`src/rtl/dma2_pkg.sv`:
```
package dma2_pkg;
  typedef enum logic [2:0] {
    ST_IDLE,
    ST_HOLD,
    ST_RD,
    ST_LAT,
    ST_WR
  } eng_st_t;

  localparam logic [2:0] FLD_SRC    = 3'd0;
  localparam logic [2:0] FLD_DST    = 3'd1;
  localparam logic [2:0] FLD_RELOAD = 3'd2;
  localparam logic [2:0] FLD_CTRL   = 3'd3;
  localparam logic [2:0] FLD_SWREQ  = 3'd4;

  localparam int CTL_EN   = 0;
  localparam int CTL_WORD = 1;
  localparam int CTL_DIR  = 2;
endpackage

```
`src/rtl/dma2_chan.sv`:
```
module dma2_chan
  import dma2_pkg::*;
#(
  parameter int AW = 20,
  parameter int CW = 16
) (
  input  logic          clk,
  input  logic          rst,
  input  logic          wr_en,
  input  logic [2:0]    wr_field,
  input  logic [AW-1:0] wr_data,
  input  logic          irq,
  input  logic          start,
  input  logic          finish,
  output logic          active,
  output logic [AW-1:0] rd_addr,
  output logic [AW-1:0] wr_addr,
  output logic          word,
  output logic          done_o
);
  logic [AW-1:0] src_q, dst_q, fwd_q;
  logic [CW-1:0] cnt_q, reload_q;
  logic          en_q, word_q, dir_q, pend_q, done_q;
  logic [AW-1:0] step;
  logic          sw_hit, last_xfer;

  assign step      = word_q ? AW'(2) : AW'(1);
  assign sw_hit    = wr_en && (wr_field == FLD_SWREQ) && wr_data[0];
  assign last_xfer = finish && (cnt_q == CW'(1));

  always_ff @(posedge clk) begin
    if (rst) begin
      src_q    <= '0;
      dst_q    <= '0;
      fwd_q    <= '0;
      cnt_q    <= '0;
      reload_q <= '0;
      en_q     <= 1'b0;
      word_q   <= 1'b0;
      dir_q    <= 1'b0;
      pend_q   <= 1'b0;
      done_q   <= 1'b0;
    end else begin
      done_q <= 1'b0;
      if (start) pend_q <= 1'b0;
      if (finish) begin
        fwd_q <= fwd_q + step;
        if (last_xfer) begin
          en_q   <= 1'b0;
          cnt_q  <= reload_q;
          done_q <= 1'b1;
          pend_q <= 1'b0;
        end else begin
          cnt_q <= cnt_q - CW'(1);
        end
      end
      if ((irq || sw_hit) && en_q && !last_xfer) pend_q <= 1'b1;
      if (wr_en) begin
        case (wr_field)
          FLD_SRC: src_q <= wr_data;
          FLD_DST: dst_q <= wr_data;
          FLD_RELOAD: begin
            reload_q <= wr_data[CW-1:0];
            cnt_q    <= wr_data[CW-1:0];
          end
          FLD_CTRL: begin
            en_q   <= wr_data[CTL_EN];
            word_q <= wr_data[CTL_WORD];
            dir_q  <= wr_data[CTL_DIR];
            if (wr_data[CTL_EN]) fwd_q <= wr_data[CTL_DIR] ? dst_q : src_q;
            else pend_q <= 1'b0;
          end
          default: ;
        endcase
      end
    end
  end

  assign active  = pend_q;
  assign rd_addr = dir_q ? src_q : fwd_q;
  assign wr_addr = dir_q ? fwd_q : dst_q;
  assign word    = word_q;
  assign done_o  = done_q;

  assert_pend_needs_en_R2: assert property (@(posedge clk) disable iff (rst)
    pend_q |-> en_q);

  assert_expiry_refill_R9: assert property (@(posedge clk) disable iff (rst)
    (done_q && !$past(wr_en)) |-> (!en_q && cnt_q == reload_q));

  assert_step_R6: assert property (@(posedge clk) disable iff (rst)
    (finish && !wr_en) |=> (fwd_q == $past(fwd_q) + $past(step)));
endmodule

```
`src/rtl/dma2_arb.sv`:
```
module dma2_arb #(
  parameter int NCH = 2,
  parameter int CHW = 1
) (
  input  logic [NCH-1:0] req,
  output logic [NCH-1:0] grant,
  output logic [CHW-1:0] idx
);
  always_comb begin
    grant = '0;
    idx   = '0;
    for (int i = NCH - 1; i >= 0; i--) begin
      if (req[i]) begin
        grant    = '0;
        grant[i] = 1'b1;
        idx      = CHW'(i);
      end
    end
  end
endmodule

```
`src/rtl/dma2_engine.sv`:
```
module dma2_engine
  import dma2_pkg::*;
#(
  parameter int NCH = 2,
  parameter int CHW = 1,
  parameter int AW  = 20,
  parameter int DW  = 16
) (
  input  logic              clk,
  input  logic              rst,
  input  logic [NCH-1:0]    pend,
  input  logic [NCH-1:0]    win_oh,
  input  logic [CHW-1:0]    win_idx,
  input  logic [NCH*AW-1:0] rd_addr_flat,
  input  logic [NCH*AW-1:0] wr_addr_flat,
  input  logic [NCH-1:0]    word_vec,
  input  logic              bus_gnt,
  input  logic [DW-1:0]     mem_rdata,
  output logic              bus_req,
  output logic              mem_en,
  output logic              mem_we,
  output logic              mem_size,
  output logic [AW-1:0]     mem_addr,
  output logic [DW-1:0]     mem_wdata,
  output logic [NCH-1:0]    start,
  output logic [NCH-1:0]    finish
);
  eng_st_t        st;
  logic [CHW-1:0] cur;
  logic [NCH-1:0] cur_oh;

  assign start  = (st == ST_HOLD && bus_gnt) ? win_oh : '0;
  assign finish = (st == ST_WR) ? cur_oh : '0;

  always_ff @(posedge clk) begin
    if (rst) begin
      st        <= ST_IDLE;
      cur       <= '0;
      cur_oh    <= '0;
      bus_req   <= 1'b0;
      mem_en    <= 1'b0;
      mem_we    <= 1'b0;
      mem_size  <= 1'b0;
      mem_addr  <= '0;
      mem_wdata <= '0;
    end else begin
      case (st)
        ST_IDLE: begin
          if (|pend && !bus_gnt) begin
            bus_req <= 1'b1;
            st      <= ST_HOLD;
          end
        end
        ST_HOLD: begin
          if (!(|pend)) begin
            bus_req <= 1'b0;
            st      <= ST_IDLE;
          end else if (bus_gnt) begin
            cur      <= win_idx;
            cur_oh   <= win_oh;
            mem_en   <= 1'b1;
            mem_we   <= 1'b0;
            mem_addr <= rd_addr_flat[win_idx*AW +: AW];
            mem_size <= word_vec[win_idx];
            st       <= ST_RD;
          end
        end
        ST_RD: begin
          mem_en <= 1'b0;
          st     <= ST_LAT;
        end
        ST_LAT: begin
          mem_wdata <= mem_size ? mem_rdata : {{(DW-8){1'b0}}, mem_rdata[7:0]};
          mem_en    <= 1'b1;
          mem_we    <= 1'b1;
          mem_addr  <= wr_addr_flat[cur*AW +: AW];
          st        <= ST_WR;
        end
        ST_WR: begin
          mem_en  <= 1'b0;
          mem_we  <= 1'b0;
          bus_req <= 1'b0;
          st      <= ST_IDLE;
        end
        default: st <= ST_IDLE;
      endcase
    end
  end

  assert_strobe_under_req_R3: assert property (@(posedge clk) disable iff (rst)
    mem_en |-> bus_req);

  assert_release_after_write_R3: assert property (@(posedge clk) disable iff (rst)
    (mem_en && mem_we) |=> !bus_req);

  assert_req_rise_clean_R11: assert property (@(posedge clk) disable iff (rst)
    $rose(bus_req) |-> !$past(bus_gnt));

  assert_read_then_write_R4: assert property (@(posedge clk) disable iff (rst)
    (mem_en && !mem_we) |=> !mem_en ##1 (mem_en && mem_we));

  assert_single_start_R7: assert property (@(posedge clk) disable iff (rst)
    (|start) |-> $onehot(start));

  assert_low_channel_wins_R7: assert property (@(posedge clk) disable iff (rst)
    ((|start) && pend[0]) |-> start[0]);
endmodule

```
`src/rtl/dma2_steal.sv`:
```
module dma2_steal #(
  parameter int NCH = 2,
  parameter int AW  = 20,
  parameter int DW  = 16,
  parameter int CW  = 16,
  localparam int CHW = (NCH > 1) ? $clog2(NCH) : 1
) (
  input  logic           clk,
  input  logic           rst,
  input  logic           reg_we,
  input  logic [CHW-1:0] reg_ch,
  input  logic [2:0]     reg_field,
  input  logic [AW-1:0]  reg_wdata,
  input  logic [NCH-1:0] irq_req,
  output logic           bus_req,
  input  logic           bus_gnt,
  output logic           mem_en,
  output logic           mem_we,
  output logic           mem_size,
  output logic [AW-1:0]  mem_addr,
  output logic [DW-1:0]  mem_wdata,
  input  logic [DW-1:0]  mem_rdata,
  output logic [NCH-1:0] done
);
  logic [NCH-1:0]    pend, win_oh, word_vec, start, finish;
  logic [CHW-1:0]    win_idx;
  logic [NCH*AW-1:0] rd_flat, wr_flat;

  for (genvar g = 0; g < NCH; g++) begin : g_ch
    dma2_chan #(.AW(AW), .CW(CW)) u_chan (
      .clk      (clk),
      .rst      (rst),
      .wr_en    (reg_we && (reg_ch == CHW'(g))),
      .wr_field (reg_field),
      .wr_data  (reg_wdata),
      .irq      (irq_req[g]),
      .start    (start[g]),
      .finish   (finish[g]),
      .active   (pend[g]),
      .rd_addr  (rd_flat[g*AW +: AW]),
      .wr_addr  (wr_flat[g*AW +: AW]),
      .word     (word_vec[g]),
      .done_o   (done[g])
    );
  end

  dma2_arb #(.NCH(NCH), .CHW(CHW)) u_arb (
    .req   (pend),
    .grant (win_oh),
    .idx   (win_idx)
  );

  dma2_engine #(.NCH(NCH), .CHW(CHW), .AW(AW), .DW(DW)) u_engine (
    .clk          (clk),
    .rst          (rst),
    .pend         (pend),
    .win_oh       (win_oh),
    .win_idx      (win_idx),
    .rd_addr_flat (rd_flat),
    .wr_addr_flat (wr_flat),
    .word_vec     (word_vec),
    .bus_gnt      (bus_gnt),
    .mem_rdata    (mem_rdata),
    .bus_req      (bus_req),
    .mem_en       (mem_en),
    .mem_we       (mem_we),
    .mem_size     (mem_size),
    .mem_addr     (mem_addr),
    .mem_wdata    (mem_wdata),
    .start        (start),
    .finish       (finish)
  );
endmodule

```
`config.mk`:
```
export PLATFORM = sky130hd
export DESIGN_NAME = dma2_steal
export DESIGN_NICKNAME = d
export VERILOG_FILES = /design/src/rtl/dma2_pkg.sv /design/src/rtl/dma2_chan.sv /design/src/rtl/dma2_arb.sv /design/src/rtl/dma2_engine.sv /design/src/rtl/dma2_steal.sv
export SDC_FILE = /design/constraint.sdc
export NUM_CORES = 1
export LEC_CHECK = 0
export BUFFER_PORTS_ARGS = -buffer_cell sky130_fd_sc_hd__buf_2
export CORE_ASPECT_RATIO = 1.1
export CORE_MARGIN = 5
export CORE_UTILIZATION = 61
export CTS_BUF_LIST = sky130_fd_sc_hd__clkbuf_4 sky130_fd_sc_hd__clkbuf_8 sky130_fd_sc_hd__clkbuf_16
export DETAILED_ROUTE_END_ITERATION = 12
export PLACE_DENSITY_LB_ADDON = 0.12
export SETUP_SLACK_MARGIN = 0.05
export SLEW_MARGIN = 20
export SYNTH_ARGS = -nofsm -noshare
export SYNTH_HDL_FRONTEND = slang
export SYNTH_SLANG_ARGS = --single-unit
```
`constraint.sdc`:
```
create_clock -name clk -period 2.7 [get_ports clk]
set_input_delay 0.27 -clock clk [delete_from_list [all_inputs] [get_ports clk]]
set_output_delay 0.27 -clock clk [all_outputs]
set_load 0.02 [all_outputs]
```
==> results of run 1 <==
critical path: stages (launching register included):
cell	delay, ps
dfxtp_1	580
nand4bb_1	270
nor3_1	460
and4_1	520
o211ai_1	150
a32o_1	230
per-layer routing:
layer	GRT usage	part of all wire
met3	0.0327	0.070
met4	0.136	0.044
met2	0.508	0.48
met5	0	0
met1	0.380	0.41
state kept, by name (all words and copies together) (netlist names):
signal / flops
u_engine.mem_en: 1
g_ch.u_chan.cnt_q: 32
g_ch.u_chan.dir_q: 2
u_engine.mem_wdata: 16
g_ch.u_chan.en_q: 2
g_ch.u_chan.fwd_q: 40
g_ch.u_chan.done_o: 2
g_ch.u_chan.reload_q: 32
u_engine.mem_we: 1
g_ch.u_chan.active: 2
g_ch.u_chan.src_q: 40
u_engine.bus_req: 1
g_ch.u_chan.word: 2
u_engine.mem_size: 1
g_ch.u_chan.dst_q: 40
u_engine.st: 3
u_engine.mem_addr: 20
u_engine.cur_oh: 2
layout by cell type (no fill, tap or decap), types with 5 or more instances in the layout:
cell type	instances
and2_1	6
xor2_1	10
nor2_1	113
dfxtp_1	237
a21oi_1	162
clkbuf_16	27
o21ai_0	20
nand2_1	227
nor2b_1	78
and3_1	12
nand4_1	18
nor4_1	13
a211oi_1	156
inv_1	24
xnor2_1	26
dlygate4sd3_1	7
buf_2	86
a21o_1	6
clkbuf_4	9
nand3_1	33
o211ai_1	7
ha_1	8
or3_1	9
clkbuf_8	5
buf_4	40
nand3b_1	5
mux2i_1	90
a311oi_1	7
nor3_1	27
metrics by stage:
step / hold WS (ps) / power, mW / cells
after floorplan: 379 / 3.95 / 1532
after global placement: 435 / 4.12 / 1783
after detailed placement: 441 / 4.12 / 1783
after CTS: 6.78 / 7.62 / 1833
after global routing: 20.9 / 7.81 / 1833
final: 11.6 / 7.57 / 1833
logic make-up after synthesis:
| kind of cell | count (synthesis) | share of synthesized area |
|---|---|---|
| compound gates | 412 | 0.219 |
| xor+xnor | 36 | 0.0254 |
| buf+inv | 156 | 0.0516 |
| flops | 239 | 0.386 |
| mux | 94 | 0.0763 |
| fa+ha+maj | 10 | 0.0113 |
| simple gates | 585 | 0.231 |
worst paths after layout:
check | startpoint | to | slack (ps) | cells after the start
hold reg to reg | u_engine.mem_wdata[9]$_SDFFE_PP0P_ | u_engine.mem_wdata[9]$_SDFFE_PP0P_ | 450 | 2
hold / removal | mem_rdata[3] | u_engine.mem_wdata[3]$_SDFFE_PP0P_ | 10 | 3
setup / recovery | u_engine.st[2]$_SDFFE_PP0P_ | g_ch[0].u_chan.cnt_q[11]$_SDFF_PP0_ | 350 | 5
setup reg to reg | u_engine.st[2]$_SDFFE_PP0P_ | g_ch[0].u_chan.cnt_q[11]$_SDFF_PP0_ | 350 | 5
cells in the mapped netlist (5+ instances only):
cell,count,area [um^2]
and3_1,12,75.1
buf_1,16,60.1
or3_1,9,56.3
nor4_1,14,87.6
nor2b_1,79,494
ha_1,8,100
and2_1,7,43.8
a311oi_1,7,61.3
nand3b_1,5,37.5
a21oi_1,162,811
xnor2_1,26,228
nand4_1,18,113
dfxtp_1,239,4780
buf_2,25,125
nand2_1,227,852
nand3_1,33,165
o211ai_1,7,52.6
nor3_1,29,145
a211oi_1,156,1170
nor2_1,113,424
mux2i_1,90,901
inv_1,24,90.1
xor2_1,10,87.6
o21ai_0,20,100
a21o_1,6,45.0
clkbuf_1,86,323
layout make-up:
class / count / area [um^2] / share of cell area
multi-input cells: 1137 / 7000 / 0.503
flip-flops and latches: 239 / 4790 / 0.344
repair buffers: 138 / 892 / 0.0640
clock buffers: 41 / 812 / 0.0583
well taps: 252 / 315 / 0.0226
inverters: 24 / 90.1 / 0.00646
clock inverters: 2 / 35.0 / 0.00251
timing repair:
| item | CTS | global route |
|---|---|---|
| buffers inserted | 0 | 0 |
| hold buffers | 7 | 0 |
| hold endpoints to repair | 7 | 0 |
power groups by stage:
| stage | Clock [mW] | Combinational [mW] | Sequential (mW) |
|---|---|---|---|
| after floorplan | 0 | 0.280 | 3.67 |
| after CTS | 3.56 | 0.453 | 3.60 |
| after detailed placement | 0 | 0.443 | 3.68 |
| final | 3.51 | 0.461 | 3.60 |
| after global placement | 0 | 0.438 | 3.68 |
| after global routing | 3.71 | 0.495 | 3.61 |
==> metrics.cfg, run 1 <==
[status]
status=complete, no violations

[timing]
slew_headroom=0.347
min_period_ps=2350
max_freq_mhz=426
min_period_over_period=0.869
finalHoldViolations=0
setup-tns-final_ps=0
finalSetupViolCount=0
rsz0062_at_grt=no
slew_viol_final=0
tightest_slew_ps=977
fin_ws_ps=354
fin_skew_ps=9.77

[routing]
num_vias=11585
drt-total-wl_um=36200
postRouteAntennaNets=0
wl_per_cell_um=19.7
drtIter0Drc=891
drc=0
viasPerCell=6.32
first_pass_iters=5

[yosys]
async_flop_share=0
ys_seq_area_frac=0.386
synth_cell_types=76
synth_edf_count=0
synth_nets=1588
synth_seq_cells=239
syn_area_mm2=0.0124
synth.avg_cell_area_um2=8.10
yosysWarnings=0
syn_inst=1532
synth_ff_type=dfxtp_1

[global_route]
grt_max_degree=123
antenna_found_initial=0
overflow=0
grt_pass1_wl_um=57100
first_global_vias=10997
grt_usage=0.298

[cells_and_area]
nFillCells=1630
final_area_mm2=0.0139
layout.nets=1622
syn2layout_area_growth_pct=12.4
diodes=0
drive_above_1_share=0.130
post-route-util=0.699

[floorplan]
core_mm2=0.0199
rows=54
die_y_um=160
die-area_mm2=0.0233
chipWidth_um=146
start_util=0.622
num_io_pins=88

[power_and_ir_drop]
pwr-share-clk=0.463
switching_share=0.227
vdd.ir_drop.worst_v=0.000435
p_leak_nw=4.74
internal_power_mw=5.86
p_per_area_mw_per_mm2=544
p_seq_frac=0.476
comb_power_share=0.061
switchingPower_mw=1.72

[place]
place_ws_ps=394
dp_hpwl_um=24300
gp_congestion=0.904
place_area_mm2=0.0130
port_buffers=87

[clock_network]
cts_tree=yes
clk_pin_slew_ps=60
cts_root_buffer=clkbuf_16
numCtsBuffers=26
worstSkewPairLatency_ps=520
clockBufferDepth=3
htreeDepth=1
cts_sinks=239
cts_resized=0

[worst_setup_path]
worst-path-max-fanout=14
critPathRequiredTime_ps=3100
end_kind=register
crit_type=reg2reg
arrival_ps=2750
cp-start-kind=register

[run]
max-cap-violations=0

[worst_hold_path]
hold_class=in2reg

Power figures use the tool's default switching activity.
==> run 2, diff against run 1 <==
--- a/config.mk
+++ b/config.mk
@@ -8,10 +8,10 @@
 export BUFFER_PORTS_ARGS = -buffer_cell sky130_fd_sc_hd__buf_2
 export CORE_ASPECT_RATIO = 1.1
 export CORE_MARGIN = 5
-export CORE_UTILIZATION = 61
+export CORE_UTILIZATION = 65
 export CTS_BUF_LIST = sky130_fd_sc_hd__clkbuf_4 sky130_fd_sc_hd__clkbuf_8 sky130_fd_sc_hd__clkbuf_16
 export DETAILED_ROUTE_END_ITERATION = 12
-export PLACE_DENSITY_LB_ADDON = 0.12
+export PLACE_DENSITY = 0.93
 export SETUP_SLACK_MARGIN = 0.05
 export SLEW_MARGIN = 20
 export SYNTH_ARGS = -nofsm -noshare
==> constraint.sdc (replaced) <==
create_clock -name clk -period 3 [get_ports clk]
set_input_delay 0.3 -clock clk [delete_from_list [all_inputs] [get_ports clk]]
set_output_delay 0.3 -clock clk [all_outputs]
set_load 0.02 [all_outputs]
==> run 2 against run 1 <==
  * Non-clock buffer count down 19
  * Largest cell class unchanged
  * Critical endpoint is now g_ch[0].u_chan.cnt_q[6]$_SDFF_PP0_
  * Sequential power down 10%
  * Clock skew up 3.4 ps
==> metrics.cfg, run 2 (synthesis results as in run 1) <==
[status]
status=complete, no violations

[global_route]
overflow=0
grt_max_degree=107
grt_usage=0.327
antenna_found_initial=0
grt_pass1_wl_um=59300
first_global_vias=11439

[power_and_ir_drop]
p_per_area_mw_per_mm2=487
vdd.ir_drop.worst_v=0.000600
switchingPower_mw=1.58
p_seq_frac=0.487
internal_power_mw=5.09
comb_power_share=0.060
switching_share=0.237
p_leak_nw=4.62
pwr-share-clk=0.453

[routing]
drt-total-wl_um=36900
wl_per_cell_um=20.4
drtIter0Drc=1184
postRouteAntennaNets=0
num_vias=11983
viasPerCell=6.62
drc=0
first_pass_iters=8

[clock_network]
cts_setup_buffers=0
cts_tree=yes
htreeDepth=1
cts_resized=0
clockBufferDepth=3
cts_root_buffer=clkbuf_16
clk_pin_slew_ps=60
worstSkewPairLatency_ps=530
cts_sinks=239
numCtsBuffers=25
cts_hold_buf=0

[floorplan]
start_util=0.654
die-area_mm2=0.0219
die_y_um=155
rows=53
core_mm2=0.0190
num_io_pins=88
chipWidth_um=142

[cells_and_area]
top_regs=g_ch.u_chan.dst_q x40, g_ch.u_chan.fwd_q x40, g_ch.u_chan.src_q x40
most-common-layout-cells=dfxtp_1 (237), nand2_1 (227), a21oi_1 (162)
final_common_cell=dfxtp_1
drive_above_1_share=0.124
final_area_mm2=0.0137
stdcell_count=1809
syn2layout_area_growth_pct=10.4
diodes=0
layout.nets=1602

[timing]
slew_viol_final=0
tightest_slew_ps=997
rsz0062_at_grt=no
fin_skew_ps=13.2
finalHoldViolations=0
max_freq_mhz=410
min_period_over_period=0.813
finalSetupViolCount=0
slew_headroom=0.335
min_period_ps=2440
fin_hold_ws_ps=10.8
setup-tns-final_ps=0

[place]
dp_hpwl_um=23900
dp.cells=1766
gp_congestion=0.926
port_buffers=87
place_area_mm2=0.0129

[worst_setup_path]
end_kind=register
cp-start-kind=register
rrSetupSlack_ps=560
arrival_ps=2880
crit_slowest_cell=dfxtp_1
crit_type=reg2reg
worstPathCellList=nand4bb_1, nor3_1, and4_1, a221oi_1, a211oi_1
slowest_delay_ps=600
critPathRequiredTime_ps=3440
worst-path-max-fanout=14

[worst_hold_path]
hold_class=in2reg

[run]
max-cap-violations=0

-- run 2: metal layers --
metal / track usage / vias up / part of all wire
met4: 0.190 / 0 / 0.069
met1: 0.403 / 5600 / 0.37
met5: 0 / - / 0
li1: - / 5530 / -
met2: 0.538 / 680 / 0.47
met3: 0.0572 / 173 / 0.090
-- run 2: cell type report --
cell class / count / area (um^2)
inverters: 24 / 90.1
repair buffers: 119 / 707
flip-flops and latches: 239 / 4790
clock buffers: 37 / 766
clock inverters: 6 / 33.8
fillers: 1389 / 5280
multi-input cells: 1137 / 7000
well taps: 247 / 309
-- run 2: power by group through the flow --
stage,registers (mW),logic [mW],clock network (mW)
CTS,3.24,0.385,3.03
floorplan,3.30,0.252,0
global route,3.25,0.427,3.16
finish,3.24,0.400,3.02
detailed placement,3.31,0.382,0
global placement,3.31,0.372,0
-- run 2: worst max-delay path: cells and delay by family, from the launching register on --
family | cells | cell delay (ps)
DFF | 1 | 600
AOI/OAI and AO/OA | 2 | 430
and+or+nand+nor | 3 | 1310
-- run 2: path summary, 6_finish.rpt --
path | from | end | depth (start not counted)
max | u_engine.st[2]$_SDFFE_PP0P_ | g_ch[0].u_chan.cnt_q[6]$_SDFF_PP0_ | 5
min | mem_rdata[2] | u_engine.mem_wdata[2]$_SDFFE_PP0P_ | 3
max reg2reg | u_engine.st[2]$_SDFFE_PP0P_ | g_ch[0].u_chan.cnt_q[6]$_SDFF_PP0_ | 5
min reg2reg | u_engine.mem_wdata[10]$_SDFFE_PP0P_ | u_engine.mem_wdata[10]$_SDFFE_PP0P_ | 2
-- run 2: through the flow --
step	total power, mW	worst slack (ps)	utilization
after CTS	6.66	628	0.722
final	6.67	561	0.722
after floorplan	3.55	975	-
after detailed placement	3.69	656	0.680
after global routing	6.84	395	0.722
after global placement	3.68	755	0.680
==> run 3, diff against run 2 <==
--- a/config.mk
+++ b/config.mk
@@ -8,10 +8,10 @@
 export BUFFER_PORTS_ARGS = -buffer_cell sky130_fd_sc_hd__buf_2
 export CORE_ASPECT_RATIO = 1.1
 export CORE_MARGIN = 5
-export CORE_UTILIZATION = 65
+export CORE_UTILIZATION = 55
 export CTS_BUF_LIST = sky130_fd_sc_hd__clkbuf_4 sky130_fd_sc_hd__clkbuf_8 sky130_fd_sc_hd__clkbuf_16
 export DETAILED_ROUTE_END_ITERATION = 12
-export PLACE_DENSITY = 0.93
+export PLACE_DENSITY = 0.85
 export SETUP_SLACK_MARGIN = 0.05
 export SLEW_MARGIN = 20
 export SYNTH_ARGS = -nofsm -noshare
==> constraint.sdc (replaced) <==
create_clock -name clk -period 2 [get_ports clk]
set_input_delay 0.2 -clock clk [delete_from_list [all_inputs] [get_ports clk]]
set_output_delay 0.2 -clock clk [all_outputs]
set_load 0.02 [all_outputs]
==> run 3 against run 2 <==
  * The run now ends with negative setup slack left
  * Critical endpoint is now g_ch[1].u_chan.fwd_q[14]$_SDFF_PP0_
  * Fmax up 21%
  * Largest cell class unchanged
  * Global-route usage fell by 2.7 points
  * Worst setup slack lost 580 ps
  * Sequential power grew 50%
==> metrics.cfg, run 3 (synthesis results as in run 1) <==
[worst_setup_path]
r2r-start=g_ch[1].u_chan.fwd_q[0]$_SDFF_PP0_
crit_type=reg2reg
rrSetupSlack_ps=-20
worst-path-max-fanout=5
cp-startpoint=g_ch[1].u_chan.fwd_q[0]$_SDFF_PP0_
critPathRequiredTime_ps=2450
cp-endpoint=g_ch[1].u_chan.fwd_q[14]$_SDFF_PP0_
r2r_end=g_ch[1].u_chan.fwd_q[14]$_SDFF_PP0_
end_kind=register
arrival_ps=2470
ff2ff_path_depth=8
cp-start-kind=register

[routing]
first_pass_iters=6
drc=0
postRouteAntennaNets=0
wl_per_cell_um=21.0
drtIter0Drc=1268
viasPerCell=6.37
num_vias=12483
drt-total-wl_um=41200

[power_and_ir_drop]
p_leak_nw=5.31
pwr-share-clk=0.462
vdd.ir_drop.worst_v=0.000684
p_per_area_mw_per_mm2=689
p_seq_frac=0.468
switchingPower_mw=2.47
internal_power_mw=7.93
comb_power_share=0.070
p_total_mw=10.4
switching_share=0.237

[timing]
finalSetupViolCount=2
fin_skew_ps=13.6
min_period_ps=2020
max_freq_mhz=495
fin_hold_ws_ps=11.5
min_period_over_period=1.01
slew_viol_final=0
fin_ws_ps=-19.8
finalHoldViolations=0
slew_headroom=0.615
tightest_slew_ps=576
rsz0062_at_grt=yes

[cells_and_area]
most-common-layout-cells=dfxtp_1 (230), nand2_1 (226), a21oi_1 (162)
final_common_cell=dfxtp_1
drive_above_1_share=0.197
top_regs=g_ch.u_chan.dst_q x40, g_ch.u_chan.fwd_q x40, g_ch.u_chan.src_q x40
layout.nets=1704
post-route-util=0.680
syn2layout_area_growth_pct=21.7
final_area_mm2=0.0151

[global_route]
grt_usage=0.300
grt_max_degree=77
first_global_vias=12307
grt_pass1_wl_um=63500
antenna_found_initial=0
overflow=0

[clock_network]
cts_tree=yes
htreeDepth=1
numCtsBuffers=26
clockBufferDepth=3
worstSkewPairLatency_ps=540
cts_root_buffer=clkbuf_16
cts_sinks=239
clk_pin_slew_ps=60

[place]
gp_congestion=0.916
dp_hpwl_um=25900
port_buffers=87
place_area_mm2=0.0137
place_ws_ps=-79.0

[floorplan]
die-area_mm2=0.0257
core_mm2=0.0222
die_y_um=167
num_io_pins=88
start_util=0.559
chipWidth_um=153
rows=57

[status]
status=complete, but fails checks
violations=negative setup slack

[run]
max-cap-violations=0

[worst_hold_path]
hold_class=in2reg
worstHoldPathCells=4

==> run 3: final cells by class <==
cell class                      instances  area [um^2]
Antenna cell                            1         2.50
Clock buffer                           41          837
Clock inverter                          3         21.3
Fill cell                            1653         7090
Inverter                               24         90.1
Multi-Input combinational cell       1137         7290
Sequential cell                       239         4800
Tap cell                              295          369
Timing Repair Buffer                  220         1680
==> run 3: critical path, cell delays in order (launching register included) <==
cell and delay (ps):
dfxtp_1 390, ha_4 160, inv_2 40, fa_2 340
and3b_2 300, nand3_4 170, nor3_4 200, xnor2_1 100
a211oi_1 220
==> run 3: what timing repair did <==
item	4_1_cts	5_1_grt
hold endpoints to repair	24	0
gates resized for setup	14	54
setup endpoints to repair	21	48
setup buffers	1	3
pin swaps	14	30
hold buffers	20	0
==> run 3: power groups by stage <==
stage / clock (mW) / sequential, mW / combinational, mW
floorplan: 0 / 4.95 / 0.380
detailed placement: 0 / 4.96 / 0.650
finish: 4.81 / 4.87 / 0.727
CTS: 4.83 / 4.86 / 0.688
global placement: 0 / 4.96 / 0.639
global route: 5.03 / 4.87 / 0.770
==> run 3: how the worst min path moves through the flow <==
| stage | start | to |
|---|---|---|
| finish | bus_gnt | u_engine.bus_req$_SDFFE_PP0P_ |
| global route | bus_gnt | u_engine.bus_req$_SDFFE_PP0P_ |
| CTS | bus_gnt | u_engine.bus_req$_SDFFE_PP0P_ |
| detailed placement | u_engine.mem_wdata[13]$_SDFFE_PP0P_ | u_engine.mem_wdata[13]$_SDFFE_PP0P_ |
| global placement | u_engine.mem_wdata[14]$_SDFFE_PP0P_ | u_engine.mem_wdata[14]$_SDFFE_PP0P_ |
| floorplan | reg_wdata[6] | g_ch[1].u_chan.cnt_q[6]$_SDFF_PP0_ |
==> run 3: layer usage <==
layer	vias up	routed length, um	global-route usage
li1	5729	-	-
met1	5908	15300	0.365
met2	677	19400	0.500
met3	169	3610	0.0423
met4	0	2830	0.187
met5	-	0	0
==> run 3: per-stage QoR <==
stage | TNS, ps | std cells
5_1_grt | -393 | 1959
3_3_place_gp | -17.9 | 1891
2_1_floorplan | 0 | 1532
4_1_cts | 0 | 1956
6_report | -25.7 | 1960
3_5_place_dp | -258 | 1891
